File: src/rtl/pwm_dac_pkg.sv
package pwm_dac_pkg;

    // Default resolution of the converter in bits.
    localparam int unsigned LEVEL_W_DEF = 8;

    // Count value that closes a period, for a given width.
    function automatic int unsigned period_last(input int unsigned w);
        return (1 << w) - 1;
    endfunction

    // Shared view of one count step.
    typedef enum logic [1:0] {
        STEP_HOLD = 2'd0,
        STEP_INC  = 2'd1,
        STEP_WRAP = 2'd2
    } step_kind_e;

endpackage

File: src/rtl/pwm_period_counter.sv
module pwm_period_counter
    import pwm_dac_pkg::*;
#(
    parameter int unsigned W = LEVEL_W_DEF
) (
    input  logic         clk,
    input  logic         rst,
    input  logic         en,
    output logic [W-1:0] cnt_q,
    output logic [W-1:0] cnt_d,
    output logic         wrap
);
    localparam logic [W-1:0] LAST = W'(period_last(W));

    step_kind_e step;

    always_comb begin
        if (!en)              step = STEP_HOLD;
        else if (cnt_q == LAST) step = STEP_WRAP;
        else                  step = STEP_INC;
    end

    always_comb begin
        unique case (step)
            STEP_INC:  cnt_d = cnt_q + W'(1);
            STEP_WRAP: cnt_d = '0;
            default:   cnt_d = cnt_q;
        endcase
    end

    assign wrap = (step == STEP_WRAP);

    always_ff @(posedge clk) begin
        if (rst) cnt_q <= '0;
        else     cnt_q <= cnt_d;
    end

    // count steps by one on enabled cycles below the last value
    p_count_step_r2: assert property (@(posedge clk) disable iff (rst)
        (en && cnt_q != LAST) |=> (cnt_q == $past(cnt_q) + W'(1)));
    // last value returns to zero
    p_count_wrap_r2: assert property (@(posedge clk) disable iff (rst)
        (en && cnt_q == LAST) |=> (cnt_q == '0));
    // disabled cycle holds the count
    p_count_hold_r2: assert property (@(posedge clk) disable iff (rst)
        !en |=> $stable(cnt_q));

endmodule

File: src/rtl/pwm_level_hold.sv
module pwm_level_hold
    import pwm_dac_pkg::*;
#(
    parameter int unsigned W = LEVEL_W_DEF
) (
    input  logic         clk,
    input  logic         rst,
    input  logic         wrap,
    input  logic         valid,
    input  logic [W-1:0] sample,
    output logic [W-1:0] lvl_q,
    output logic [W-1:0] lvl_d
);
    logic take;

    assign take  = wrap && valid;
    assign lvl_d = take ? sample : lvl_q;

    always_ff @(posedge clk) begin
        if (rst) lvl_q <= '0;
        else     lvl_q <= lvl_d;
    end

    // a wrap with valid loads the offered sample
    p_level_load_r6: assert property (@(posedge clk) disable iff (rst)
        (wrap && valid) |=> (lvl_q == $past(sample)));
    // a wrap without valid repeats the old level
    p_level_repeat_r7: assert property (@(posedge clk) disable iff (rst)
        (wrap && !valid) |=> $stable(lvl_q));
    // no change of level away from a wrap
    p_level_fixed_r8: assert property (@(posedge clk) disable iff (rst)
        !wrap |=> $stable(lvl_q));

endmodule

File: src/rtl/pwm_duty_compare.sv
module pwm_duty_compare
    import pwm_dac_pkg::*;
#(
    parameter int unsigned W = LEVEL_W_DEF
) (
    input  logic         clk,
    input  logic         rst,
    input  logic         en,
    input  logic [W-1:0] cnt_d,
    input  logic [W-1:0] lvl_d,
    output logic         pwm_q
);
    always_ff @(posedge clk) begin
        if (rst)     pwm_q <= 1'b0;
        else if (en) pwm_q <= (cnt_d < lvl_d);
    end

    // the line is frozen on disabled cycles
    p_pwm_hold_r2: assert property (@(posedge clk) disable iff (rst)
        !en |=> $stable(pwm_q));

endmodule

File: src/rtl/pwm_audio_dac.sv
module pwm_audio_dac
    import pwm_dac_pkg::*;
#(
    parameter int unsigned W = LEVEL_W_DEF
) (
    input  logic         clk,
    input  logic         rst,
    input  logic         en_i,
    input  logic [W-1:0] sample_i,
    input  logic         valid_i,
    output logic         pwm_o,
    output logic         req_o
);
    logic [W-1:0] cnt_q, cnt_d, lvl_q, lvl_d;
    logic         wrap;

    pwm_period_counter #(.W(W)) u_cnt (
        .clk(clk), .rst(rst), .en(en_i),
        .cnt_q(cnt_q), .cnt_d(cnt_d), .wrap(wrap)
    );

    pwm_level_hold #(.W(W)) u_lvl (
        .clk(clk), .rst(rst), .wrap(wrap), .valid(valid_i),
        .sample(sample_i), .lvl_q(lvl_q), .lvl_d(lvl_d)
    );

    pwm_duty_compare #(.W(W)) u_cmp (
        .clk(clk), .rst(rst), .en(en_i),
        .cnt_d(cnt_d), .lvl_d(lvl_d), .pwm_q(pwm_o)
    );

    assign req_o = wrap;

    // registered line agrees with count against level
    p_pwm_match_r3: assert property (@(posedge clk) disable iff (rst)
        pwm_o == (cnt_q < lvl_q));
    // zero level keeps the line low
    p_zero_low_r4: assert property (@(posedge clk) disable iff (rst)
        (lvl_q == '0) |-> !pwm_o);
    // a request is never two cycles long
    p_req_single_r5: assert property (@(posedge clk) disable iff (rst)
        req_o |=> !req_o);
    // a request is followed by a count of zero
    p_req_zero_r5: assert property (@(posedge clk) disable iff (rst)
        req_o |=> (cnt_q == '0));

endmodule

File: config.mk
export PLATFORM = sky130hd
export DESIGN_NAME = pwm_audio_dac
export DESIGN_NICKNAME = d
export VERILOG_FILES = /design/src/rtl/pwm_dac_pkg.sv /design/src/rtl/pwm_period_counter.sv /design/src/rtl/pwm_level_hold.sv /design/src/rtl/pwm_duty_compare.sv /design/src/rtl/pwm_audio_dac.sv
export SDC_FILE = /design/constraint.sdc
export NUM_CORES = 1
export LEC_CHECK = 0
export BUFFER_PORTS_ARGS = -buffer_cell sky130_fd_sc_hd__buf_2
export CORE_MARGIN = 8
export CORE_UTILIZATION = 57
export CTS_BUF_LIST = sky130_fd_sc_hd__clkbuf_4 sky130_fd_sc_hd__clkbuf_8
export DETAILED_ROUTE_END_ITERATION = 8
export PLACE_DENSITY = 0.8
export REMOVE_ABC_BUFFERS = 1
export SLEW_MARGIN = 20
export SYNTH_ARGS = -nofsm -noshare
export SYNTH_HDL_FRONTEND = slang
export SYNTH_SLANG_ARGS = --single-unit
export TNS_END_PERCENT = 5
File: constraint.sdc
create_clock -name clk -period 3.27 [get_ports clk]
set_input_delay 0 -clock clk [delete_from_list [all_inputs] [get_ports clk]]
set_output_delay 0 -clock clk [all_outputs]
set_load 0.01 [all_outputs]
# After elaboration in Yosys (flattened, before gate mapping)
# Index checks and enable logic that the tools add are counted.
# op_classes
add_sub_neg	1
multipliers	0
div_mod_pow	0
magnitude_cmp	1
n_eq_ne	3
shift	0
mux	4
bitwise_logic	0
n_reduce_logical	1
# op_table
cell	count
8-bit one-hot mux with 2 select lines	1
8-bit by 1-bit adder with 8-bit output (second input constant)	1
8-bit equality test (second input constant)	1
8-bit less-than comparator	1
8-bit 2-to-1 mux	1
2-bit 2-to-1 mux	2
2-bit by 1-bit equality test with 1-bit output (second input constant)	1
2-bit equality test (second input constant)	1
1-bit logical AND	1
# word_totals
regBits	17
latchBits	0
ramBits	0
mem_bits_ro	0
out_inout_bits	2
word_cells	13
memories	0

# Depth between registers and ports, before layout
# Gate-level depths: netlist of the first run.
# logic_depth
depth_word	7
ltp_mapped	12
ltp_nobuf	12

# Hierarchy
# Synthesis of the first run repeated with hierarchy kept, for this count alone.
# unflattened
hier_cells	120
hier_area_um2	1021.0
# modules_own_cells
mod	n_inst	cells_per_inst	area_per_inst_um2	seq_area_each_um2
pwm_period_counter	1	48	411.6	160.2
pwm_level_hold	1	45	392.9	160.2
pwm_duty_compare	1	27	216.5	20.0

# Worst setup path before layout of the first run
# No wires, ideal clock.
# synth_timing
kind	reg-to-reg
startpoint	register u_cnt.cnt_q[0]
endpoint	register u_cmp.pwm_q
setup_time_ns	0.075
t_arrival_ns	2.518
t_required_ns	3.195
slack_ns	0.677
path_stages_with_launch	11
period_less_slack_ns	2.593
cell_sequence	dfxtp_1 -> ha_1 -> nand3_2 -> nor3_4 -> nand2_4 -> mux2i_1 -> ha_1 -> a21oi_1 -> o2111ai_1 -> or4_1 -> o22ai_1
# synth_via
elab_chain_len	7
word_cells_on_any_way	10
# synth_lines
item	line_no	source
start, declared	pwm_period_counter.sv:9	output logic [W-1:0] cnt_q,
start signal, assigned	pwm_period_counter.sv:35	else cnt_q <= cnt_d;
8-bit equality test (*)	pwm_period_counter.sv:19	else if (cnt_q == LAST) step = STEP_WRAP;
2-bit 2-to-1 mux (*)	pwm_period_counter.sv:19	
2-bit 2-to-1 mux (*)	pwm_period_counter.sv:18	if (!en) step = STEP_HOLD;
2-bit equality test (*)	pwm_period_counter.sv:31	assign wrap = (step == STEP_WRAP);
via req_o	pwm_audio_dac.sv:12	output logic req_o
1-bit logical AND	pwm_level_hold.sv:16	assign take = wrap && valid;
8-bit 2-to-1 mux	pwm_level_hold.sv:17	assign lvl_d = take ? sample : lvl_q;
8-bit less-than comparator (*)	pwm_duty_compare.sv:15	else if (en) pwm_q <= (cnt_d < lvl_d);
end signal, assigned	pwm_duty_compare.sv:15	
end, declared	pwm_duty_compare.sv:11	output logic pwm_q
# Mark *: on every way through the listed nets, which the timed path passes. The rest lies on a longest branch.
# A chain may end at the register's enable or synchronous reset.

# Worst setup path in the final report of the first run
# layout_timing
startpoint	register u_cnt.cnt_q[0]
endpoint	register u_cmp.pwm_q
# layout_via
elab_chain_len	7
word_cells_on_any_way	10
# layout_lines
item	line_no
8-bit equality test	pwm_period_counter.sv:19
2-bit 2-to-1 mux	pwm_period_counter.sv:19
2-bit 2-to-1 mux	pwm_period_counter.sv:18
2-bit equality test	pwm_period_counter.sv:24, pwm_period_counter.sv:31
1-bit logical AND	pwm_level_hold.sv:16
8-bit 2-to-1 mux	pwm_level_hold.sv:17
8-bit less-than comparator (*)	pwm_duty_compare.sv:15
# Mark *: on every way between the ends. The rest lies on a longest branch, timed or not.

==> results of run 1 <==
-- state kept, by name, summed over array words and instances (netlist names) --
register and cells:
u_cnt.cnt_q 8, u_lvl.lvl_q 8, u_cmp.pwm_q 1
-- worst paths after layout --
kind | from | to | slack [ns]
max | u_cnt.cnt_q[0] | u_cmp.pwm_q | 0.44
min | sample_i[6] | u_lvl.lvl_q[6] | 0.009
max reg2reg | u_cnt.cnt_q[0] | u_cmp.pwm_q | 0.44
min reg2reg | u_cnt.cnt_q[7] | u_cnt.cnt_q[7] | 0.51
-- area by class of cell --
class | instances | area share, %
sequential | 17 | 31.9
multi-input combinational | 74 | 49.6
timing repair buffer | 20 | 12.7
tap | 16 | 1.88
inverter | 3 | 1.06
clock buffer | 4 | 2.82
-- metal layers --
metal	vias to the layer above	part of all wire (%)	global-route usage [%]	wire length, µm
met2	10	53	22.9	1010
li1	385	-	-	-
met5	-	0	0	0
met1	342	44	13.3	837
met3	2	2.8	3.20	53
met4	0	0.52	3.17	10
-- per-stage QoR --
stage / total power [mW] / worst slack (ns)
after floorplan: 0.233 / 0.677
after global placement: 0.249 / 0.625
after detailed placement: 0.251 / 0.473
after CTS: 0.376 / 0.422
after global routing: 0.392 / 0.279
final: 0.372 / 0.435
-- layout by cell type, fill, tap and decap left out, types with 2 or more instances in the layout --
cell type      count
nand4_1            2
a21oi_1            4
o21ai_0            2
nor2_1            13
mux2i_1            9
xnor2_1            4
inv_1              3
xor2_1             2
nor3_1             3
nor2b_1            5
clkbuf_4           4
dlygate4sd3_1      7
ha_1               8
nand2_1            9
nand3_2            2
dfxtp_1           17
buf_2             13
-- worst max-delay path, stage by stage, from the launching register on --
cell and delay [ns]:
dfxtp_1 0.38, ha_1 0.23, nand3_2 0.13, nor3_4 0.40
nand2_4 0.18, mux2i_1 0.25, ha_1 0.29, a21oi_1 0.16
o2111ai_1 0.15, or4_1 0.49, o22ai_1 0.10
-- cell families (layout without fill, tap and decap cells) --
logic type	count (synthesis)	after routing
simple gates	40	40
flops	17	17
compound gates	11	11
mux	9	9
fa+ha+maj	8	8
xor+xnor	6	6
buf+inv	6	27
-- power by group through the flow --
stage / clock network (mW) / registers (mW) / logic [mW]
detailed placement: 0 / 0.218 / 0.0330
CTS: 0.123 / 0.213 / 0.0395
finish: 0.120 / 0.213 / 0.0396
global route: 0.134 / 0.214 / 0.0442
floorplan: 0 / 0.218 / 0.0157
global placement: 0 / 0.218 / 0.0313
==> results.cfg, run 1 <==
[power_and_ir_drop]
peakVddDrop_mv = 0.238
switching_share_pct = 23.0
power.leakage_nw = 0.508
p_seq_share_pct = 57.2
power_switching_uw = 85.6
clkPwrFrac_pct = 32.2
p_int_uw = 287
pwr-share-comb_pct = 10.6
p_per_area_nw_per_um2 = 349

[sta]
maxSlewHeadroom_pct = 72.1
hold_viol = 0
finalClockSkew_ns = 0.00367
max_clock_freq_ghz = 0.353
tightest_slew_ns = 0.418
setup_tns_ns = 0
finalSetupViolCount = 0
rsz0062_at_grt = false
finalCritPeriodShare_pct = 86.7
drv_slew = 0
layout_min_cycle_time_ns = 2.83
timing.hold.ws_ns = 0.00875

[logic_synthesis]
syn_area_per_cell_um2 = 9.24
yosysUniqueCellTypes = 27
yosysSeqAreaShare_pct = 38.0
synth.ff_latch_count = 17
synthSimpleGateAreaFrac_pct = 24.0
synth-edff-count = 0
synth_ff_type = dfxtp_1
synthCells = 97
synth.top_cell.area_share_pct = 38.0
synth_xor_area_share_pct = 5.87
ys_async_sr_fraction_pct = 0
synth.largest_area_cell = dfxtp_1
synth_most_common_cell = dfxtp_1
synthTopCellsByArea = dfxtp_1 (38%), ha_1 (11%), mux2i_1 (10%)
synth_common_cells = dfxtp_1 (17), nor2_1 (13), mux2i_1 (9), nand2_1 (9), ha_1 (8)
synth_top_family_by_area = simple AND/OR/NAND/NOR gates
yosys_warnings = 0
synthesis.area_um2 = 896
synthMuxAreaShare_pct = 10.1
synth_adder_area_share_pct = 11.2
synth_compound_area_share_pct = 7.96

[worst_setup_path]
crit_type = register to register
critPathMaxFanout = 9
ff2ff_path_depth = 10
end_kind = register
crit_arrival_ns = 3.05
required_ns = 3.49
start_kind = register

[clocking]
post_cts_resized = 0
clk_latency_ns = 0.28
cts_tree = done
clockBufferDepth = 2
root_buffer = clkbuf_4
cts_setup_buffers = 0
hold_buffers = 7
cts.sinks = 17
cts-htree-levels = 1
cts_buffers = 3
clkTransAtPathRegs_ns = 0.10

[drt]
vias = 739
route.detailed.drc = 0
wirelength_um = 1910
ant_nets = 0
drt-initial-drc-count = 20
viasPerCell = 5.51
firstDrtPassIters = 4
wire_per_inst_um = 14.2

[die]
core_um2 = 1490
start_util_pct = 60.2
die_area_um2 = 3100
io_pins = 14
num_rows = 14
die_h_um = 55.6
die_w_um = 55.6

[hold_path]
hold_depth = 3
hold_class = input port to register

[place]
portBuffers = 13
gp_congestion = 0.806
place_area_um2 = 966
dp.cells = 123
hpwl_um = 1390

[global_routing]
antenna_found_initial = 0
grt_max_degree = 19
grt_pass1_wl_um = 3220
grt.total_usage_pct = 12.4
first_global_vias = 775
overflow = 0

[outcome]
status = completed

[layout]
syn2layout_area_growth_pct = 19.0
nets = 139
antenna_cells = 0
final_area_um2 = 1070
fin_cells = 134
fin_util_pct = 71.6
multiInputGateArea_um2 = 529
drive_gt1_share_pct = 17.8
n_fill_cell = 116
register_area_um2 = 340

[flow_run]
max_cap_viol_count = 0
Power figures use the tool's default switching activity.
==> inputs of run 2 (changes only) <==
Settings changed: ABC_AREA set to 1, CORE_UTILIZATION 57 to 58, PLACE_DENSITY 0.8 to 0.81.
==> run 2 against run 1 <==
  * Cell area grew 6.2%
  * Flip-flop and latch count is the same
  * Fmax grew 25%
  * Via count grew 14%
  * Critical path depth grew 1
  * Sequential power is essentially flat
  * Area after synthesis grew 6.8%
  * Register-to-register slack gained 0.56 ns
  * Largest cell class unchanged
==> results.cfg, run 2 <==
[power_and_ir_drop]
peakVddDrop_mv = 0.251
p_per_area_nw_per_um2 = 320
power.leakage_nw = 0.610

[sta]
hold_viol = 0
finalClockSkew_ns = 0.00788
finalSetupViolCount = 0
layout_min_cycle_time_ns = 2.27
maxSlewHeadroom_pct = 80.3
rsz0062_at_grt = false
tightest_slew_ns = 0.295
max_clock_freq_ghz = 0.440
drv_slew = 0
setup_tns_ns = 0
layout_setup_ws_ns = 0.995
finalCritPeriodShare_pct = 69.6

[layout]
nets = 163
layout_commonest_cell = nand2_1
layout_common_cells = nand2_1 (21), nor2_1 (19), dfxtp_1 (17)
syn2layout_area_growth_pct = 18.3
drive_gt1_share_pct = 20.4
final_area_um2 = 1130
reg_top3 = u_cnt.cnt_q: 8 flops, u_lvl.lvl_q: 8 flops, u_cmp.pwm_q: 1 flops
antenna_cells = 0

[die]
num_rows = 14
die_area_um2 = 3210
core_um2 = 1520
start_util_pct = 62.8
die_h_um = 56.6
die_w_um = 56.6
io_pins = 14

[flow_run]
max_cap_viol_count = 0

[worst_setup_path]
crit_type = register to register
end_kind = register
critPathMaxFanout = 8
cp_top_family = simple AND/OR/NAND/NOR gates
cp_slowest_stage_delay_ns = 0.39
cp_slowest_cell = dfxtp_1
crit_arrival_ns = 2.50
cp_num_buf_inv = 0
crit_chain = ha_1 -> nand2_2 -> nor2_4 -> nand3_4 -> mux2i_1 -> ha_1 -> a21oi_1 -> nor2_1 -> a2111oi_2 -> nand2_1 -> a21oi_2
path_depth = 11
required_ns = 3.50
ff2ff_path_depth = 11
start_kind = register
crit_top_cell = ha_1

[clocking]
cts_buffers = 3
cts_tree = done
cts-htree-levels = 1
cts_setup_buffers = 0
root_buffer = clkbuf_4
cts.sinks = 17
clkTransAtPathRegs_ns = 0.10
clk_latency_ns = 0.29
post_cts_resized = 0
clockBufferDepth = 2

[global_routing]
grt.total_usage_pct = 13.5
first_global_vias = 846
grt_pass1_wl_um = 3550
antenna_found_initial = 0
overflow = 0
grt_max_degree = 18

[drt]
drt-initial-drc-count = 20
wirelength_um = 1980
route.detailed.drc = 0
vias = 846
ant_nets = 0
viasPerCell = 5.35
firstDrtPassIters = 4
wire_per_inst_um = 12.5

[place]
place_area_um2 = 1030
gp_congestion = 0.814
portBuffers = 13
hpwl_um = 1530
place_ws_ns = 1.03

[logic_synthesis]
synth.top_cell.area_share_pct = 35.6
yosysUniqueCellTypes = 23
yosysSeqAreaShare_pct = 35.6
yosys_warnings = 0
synth.ff_latch_count = 17
ys_async_sr_fraction_pct = 0
synthCells = 120
syn_area_per_cell_um2 = 7.98
synth_most_common_cell = nand2_1
synth.largest_area_cell = dfxtp_1
synthTopCellsByArea = dfxtp_1 (36%), ha_1 (10%), nand2_1 (8.2%)
synth_common_cells = nand2_1 (21), nor2_1 (19), dfxtp_1 (17), inv_1 (12), ha_1 (8)
synth_ff_type = dfxtp_1
synthesis.area_um2 = 957
synth-edff-count = 0

[hold_path]
hold_class = input port to register
hold_depth = 3

[outcome]
status = completed
-- run 2: worst register-to-register path: stages, from the launching register on --
cell and delay (ns):
dfxtp_1 0.39, ha_1 0.20, nand2_2 0.09, nor2_4 0.14
nand3_4 0.18, mux2i_1 0.28, ha_1 0.28, a21oi_1 0.16
nor2_1 0.07, a2111oi_2 0.20, nand2_1 0.11, a21oi_2 0.11
-- run 2: routing by layer --
metal,vias to the layer above,global-route usage [%],wire [µm]
li1,438,-,-
met3,7,3.15,100
met4,0,6.19,42
met2,23,23.2,943
met5,-,0,0
met1,378,15.2,890
-- run 2: final cells by class --
cell class	instances	area, µm²
inverter	12	45.0
multi-input combinational	89	564
sequential	17	340
timing repair buffer	20	135
fill	117	392
clock buffer	3	22.5
tap	16	20.0
clock inverter	1	5.00
-- run 2: per-stage QoR --
stage,hold WS [ns],total power [mW],std cells,util [%]
detailed placement,0.271,0.249,147,67.9
finish,0.0574,0.362,158,74.3
floorplan,0.0624,0.233,118,-
global placement,0.267,0.248,147,67.9
global route,0.0659,0.378,158,74.3
CTS,0.0546,0.366,158,74.3
-- run 2: repair_timing --
item / in CTS / in global routing
endpoints found under the hold margin: 7 / 0
setup endpoints to repair: 0 / 0
hold buffers: 7 / 0
-- run 2: worst paths after layout --
path | start | end | slack (ns)
setup / recovery | u_cnt.cnt_q[0] | u_cmp.pwm_q | 1.0
hold / removal | sample_i[0] | u_lvl.lvl_q[0] | 0.06
setup reg to reg | u_cnt.cnt_q[0] | u_cmp.pwm_q | 1.0
hold reg to reg | u_lvl.lvl_q[0] | u_lvl.lvl_q[0] | 0.48
-- run 2: logic make-up (layout without fill, tap and decap cells) --
family	Yosys count	after routing	synth area share, %
and+or+nand+nor	63	63	33.3
DFF	17	17	35.6
buffers and inverters	14	36	5.49
AOI/OAI and AO/OA	10	10	6.93
adders and majority gates	8	8	10.5
muxes	7	7	7.32
xor gates and xnor gates	1	1	0.915
-- run 2: power breakdown --
part | switching (mW) | internal, mW | total [mW]
combinational | 0.0198 | 0.0186 | 0.0384
clock | 0.0660 | 0.0455 | 0.111
sequential | 0.00225 | 0.210 | 0.212
total | 0.0880 | 0.274 | 0.362
==> inputs of run 3 (changes only) <==
Clock period 3.27 ns to 2.3 ns, I/O delays scaled along.
==> run 3 against run 2 <==
  * Global-route usage rose by 0.084 points
  * Total power rose by 49%
  * Routed wire length grew 24%
  * Utilization up 7.9 points
  * Clock skew decreased by 0.0065 ns
  * Clock-buffer cell count is 1 higher
  * Critical endpoint unchanged
  * Largest cell class unchanged
  * Largest power group unchanged
==> results.cfg, run 3 (same netlist as run 2, synthesis figures left out) <==
[place]
place_ws_ns = 0.0592
hpwl_um = 1550
portBuffers = 13
gp_congestion = 0.813

[power_and_ir_drop]
clkPwrFrac_pct = 33.0
p_seq_share_pct = 56.1
peakVddDrop_mv = 0.559
switching_share_pct = 24.8
pwr-share-comb_pct = 10.9
power_uw = 540
p_per_area_nw_per_um2 = 431
power.leakage_nw = 0.620
p_int_uw = 406
power_switching_uw = 134

[drt]
route.detailed.drc = 0
firstDrtPassIters = 4
drt-initial-drc-count = 31
viasPerCell = 5.57
wirelength_um = 2450
vias = 914
wire_per_inst_um = 14.9
ant_nets = 0

[worst_setup_path]
reg2reg_to = u_cmp.pwm_q
end_kind = register
cp_slowest_stage_delay_ns = 0.37
r2r_slack_ns = 0.03
crit_chain = ha_2 -> inv_1 -> nor2_2 -> nand2_4 -> nand2_2 -> nor3_1 -> a21oi_1 -> inv_1 -> ha_4 -> a21oi_2 -> nor2_1 -> a2111oi_2 -> nand2_1 -> a21oi_2
critPathMaxFanout = 4
cp_slowest_cell = dfxtp_2
rr_startpoint = u_cnt.cnt_q[0]
crit_arrival_ns = 2.51
ff2ff_path_depth = 14
required_ns = 2.54
start_kind = register
crit_type = register to register

[sta]
finalCritPeriodShare_pct = 98.7
timing.hold.ws_ns = 0.0519
setup_tns_ns = 0
maxSlewHeadroom_pct = 79.0
max_clock_freq_ghz = 0.440
hold_viol = 0
layout_min_cycle_time_ns = 2.27
finalClockSkew_ns = 0.00140
layout_setup_ws_ns = 0.0294
drv_slew = 0
finalSetupViolCount = 0
tightest_slew_ns = 0.315

[clocking]
cts-htree-levels = 1
root_buffer = clkbuf_4
clockBufferDepth = 2
cts.sinks = 17
clkTransAtPathRegs_ns = 0.10
cts_buffers = 3
cts_tree = done
clk_latency_ns = 0.29

[global_routing]
grt.total_usage_pct = 13.6
grt_max_degree = 18
antenna_found_initial = 0
grt_pass1_wl_um = 3730
overflow = 0
first_global_vias = 887

[hold_path]
hold_depth = 3
hold_start = sample_i[0]
min_to = u_lvl.lvl_q[0]
hold_class = input port to register

[die]
io_pins = 14
num_rows = 14
core_um2 = 1520
die_area_um2 = 3210
die_w_um = 56.6
start_util_pct = 62.8
die_h_um = 56.6

[layout]
nets = 169
reg_top3 = u_cnt.cnt_q: 8 flops, u_lvl.lvl_q: 8 flops, u_cmp.pwm_q: 1 flops
syn2layout_area_growth_pct = 30.8
fin_util_pct = 82.2
antenna_cells = 0
drive_gt1_share_pct = 33.1
layout_commonest_cell = nand2_1
layout_common_cells = nand2_1 (21), nor2_1 (18), buf_2 (13), dfxtp_1 (13), inv_1 (12)

[outcome]
status = completed

[flow_run]
max_cap_viol_count = 0
[run 3: power groups by stage]
stage,Clock (mW),Combinational (mW),Sequential (mW)
floorplan,0,0.0235,0.308
CTS,0.175,0.0543,0.302
finish,0.178,0.0587,0.303
detailed placement,0,0.0450,0.308
global placement,0,0.0444,0.308
global route,0.188,0.0661,0.303
[run 3: critical path: cells and delay by family, from the launching register on]
kind,cells,cell delay (ns)
AOI/OAI and AO/OA,4,0.71
and+or+nand+nor,6,0.54
adders and majority gates,2,0.43
DFF,1,0.37
buffers and inverters,2,0.17
[run 3: repair_timing]
item	in CTS	in global routing
buffers inserted	0	5
endpoints found under the setup margin	0	1
hold buffers	7	0
hold endpoints to repair	7	0
resized for setup	0	17
[run 3: how the worst max path moves through the flow]
stage	startpoint	end	slack, ns	cells after the start
2_1_floorplan	u_cnt.cnt_q[0]	u_cmp.pwm_q	0.18	12
3_3_place_gp	u_cnt.cnt_q[0]	u_cmp.pwm_q	0.14	11
3_5_place_dp	u_cnt.cnt_q[0]	u_cmp.pwm_q	0.06	14
4_1_cts	u_cnt.cnt_q[0]	u_cmp.pwm_q	0.02	14
5_1_grt	u_cnt.cnt_q[0]	u_cmp.pwm_q	-0.12	14
6_report	u_cnt.cnt_q[0]	u_cmp.pwm_q	0.03	14
[run 3: per-stage QoR]
stage                     instances  instance area [µm²]
after global placement          148                 1040
after floorplan                 118                  950
after CTS                       159                 1140
after detailed placement        148                 1040
final                           164                 1250
after global routing            164                 1250
[run 3: routing by layer]
layer | GRT usage [%] | vias to the layer above | share of wire, %
li1 | - | 450 | -
met1 | 16.9 | 426 | 42
met2 | 23.4 | 32 | 51
met3 | 2.47 | 6 | 5.2
met4 | 3.09 | 0 | 1.9
met5 | 0 | - | 0
[run 3: layout make-up]
| cell class | count | area [µm²] |
|---|---|---|
| fill | 96 | 272 |
| clock buffer | 4 | 30.0 |
| timing repair buffer | 26 | 184 |
| multi-input combinational | 89 | 628 |
| inverter | 12 | 45.0 |
| tap | 16 | 20.0 |
| sequential | 17 | 345 |
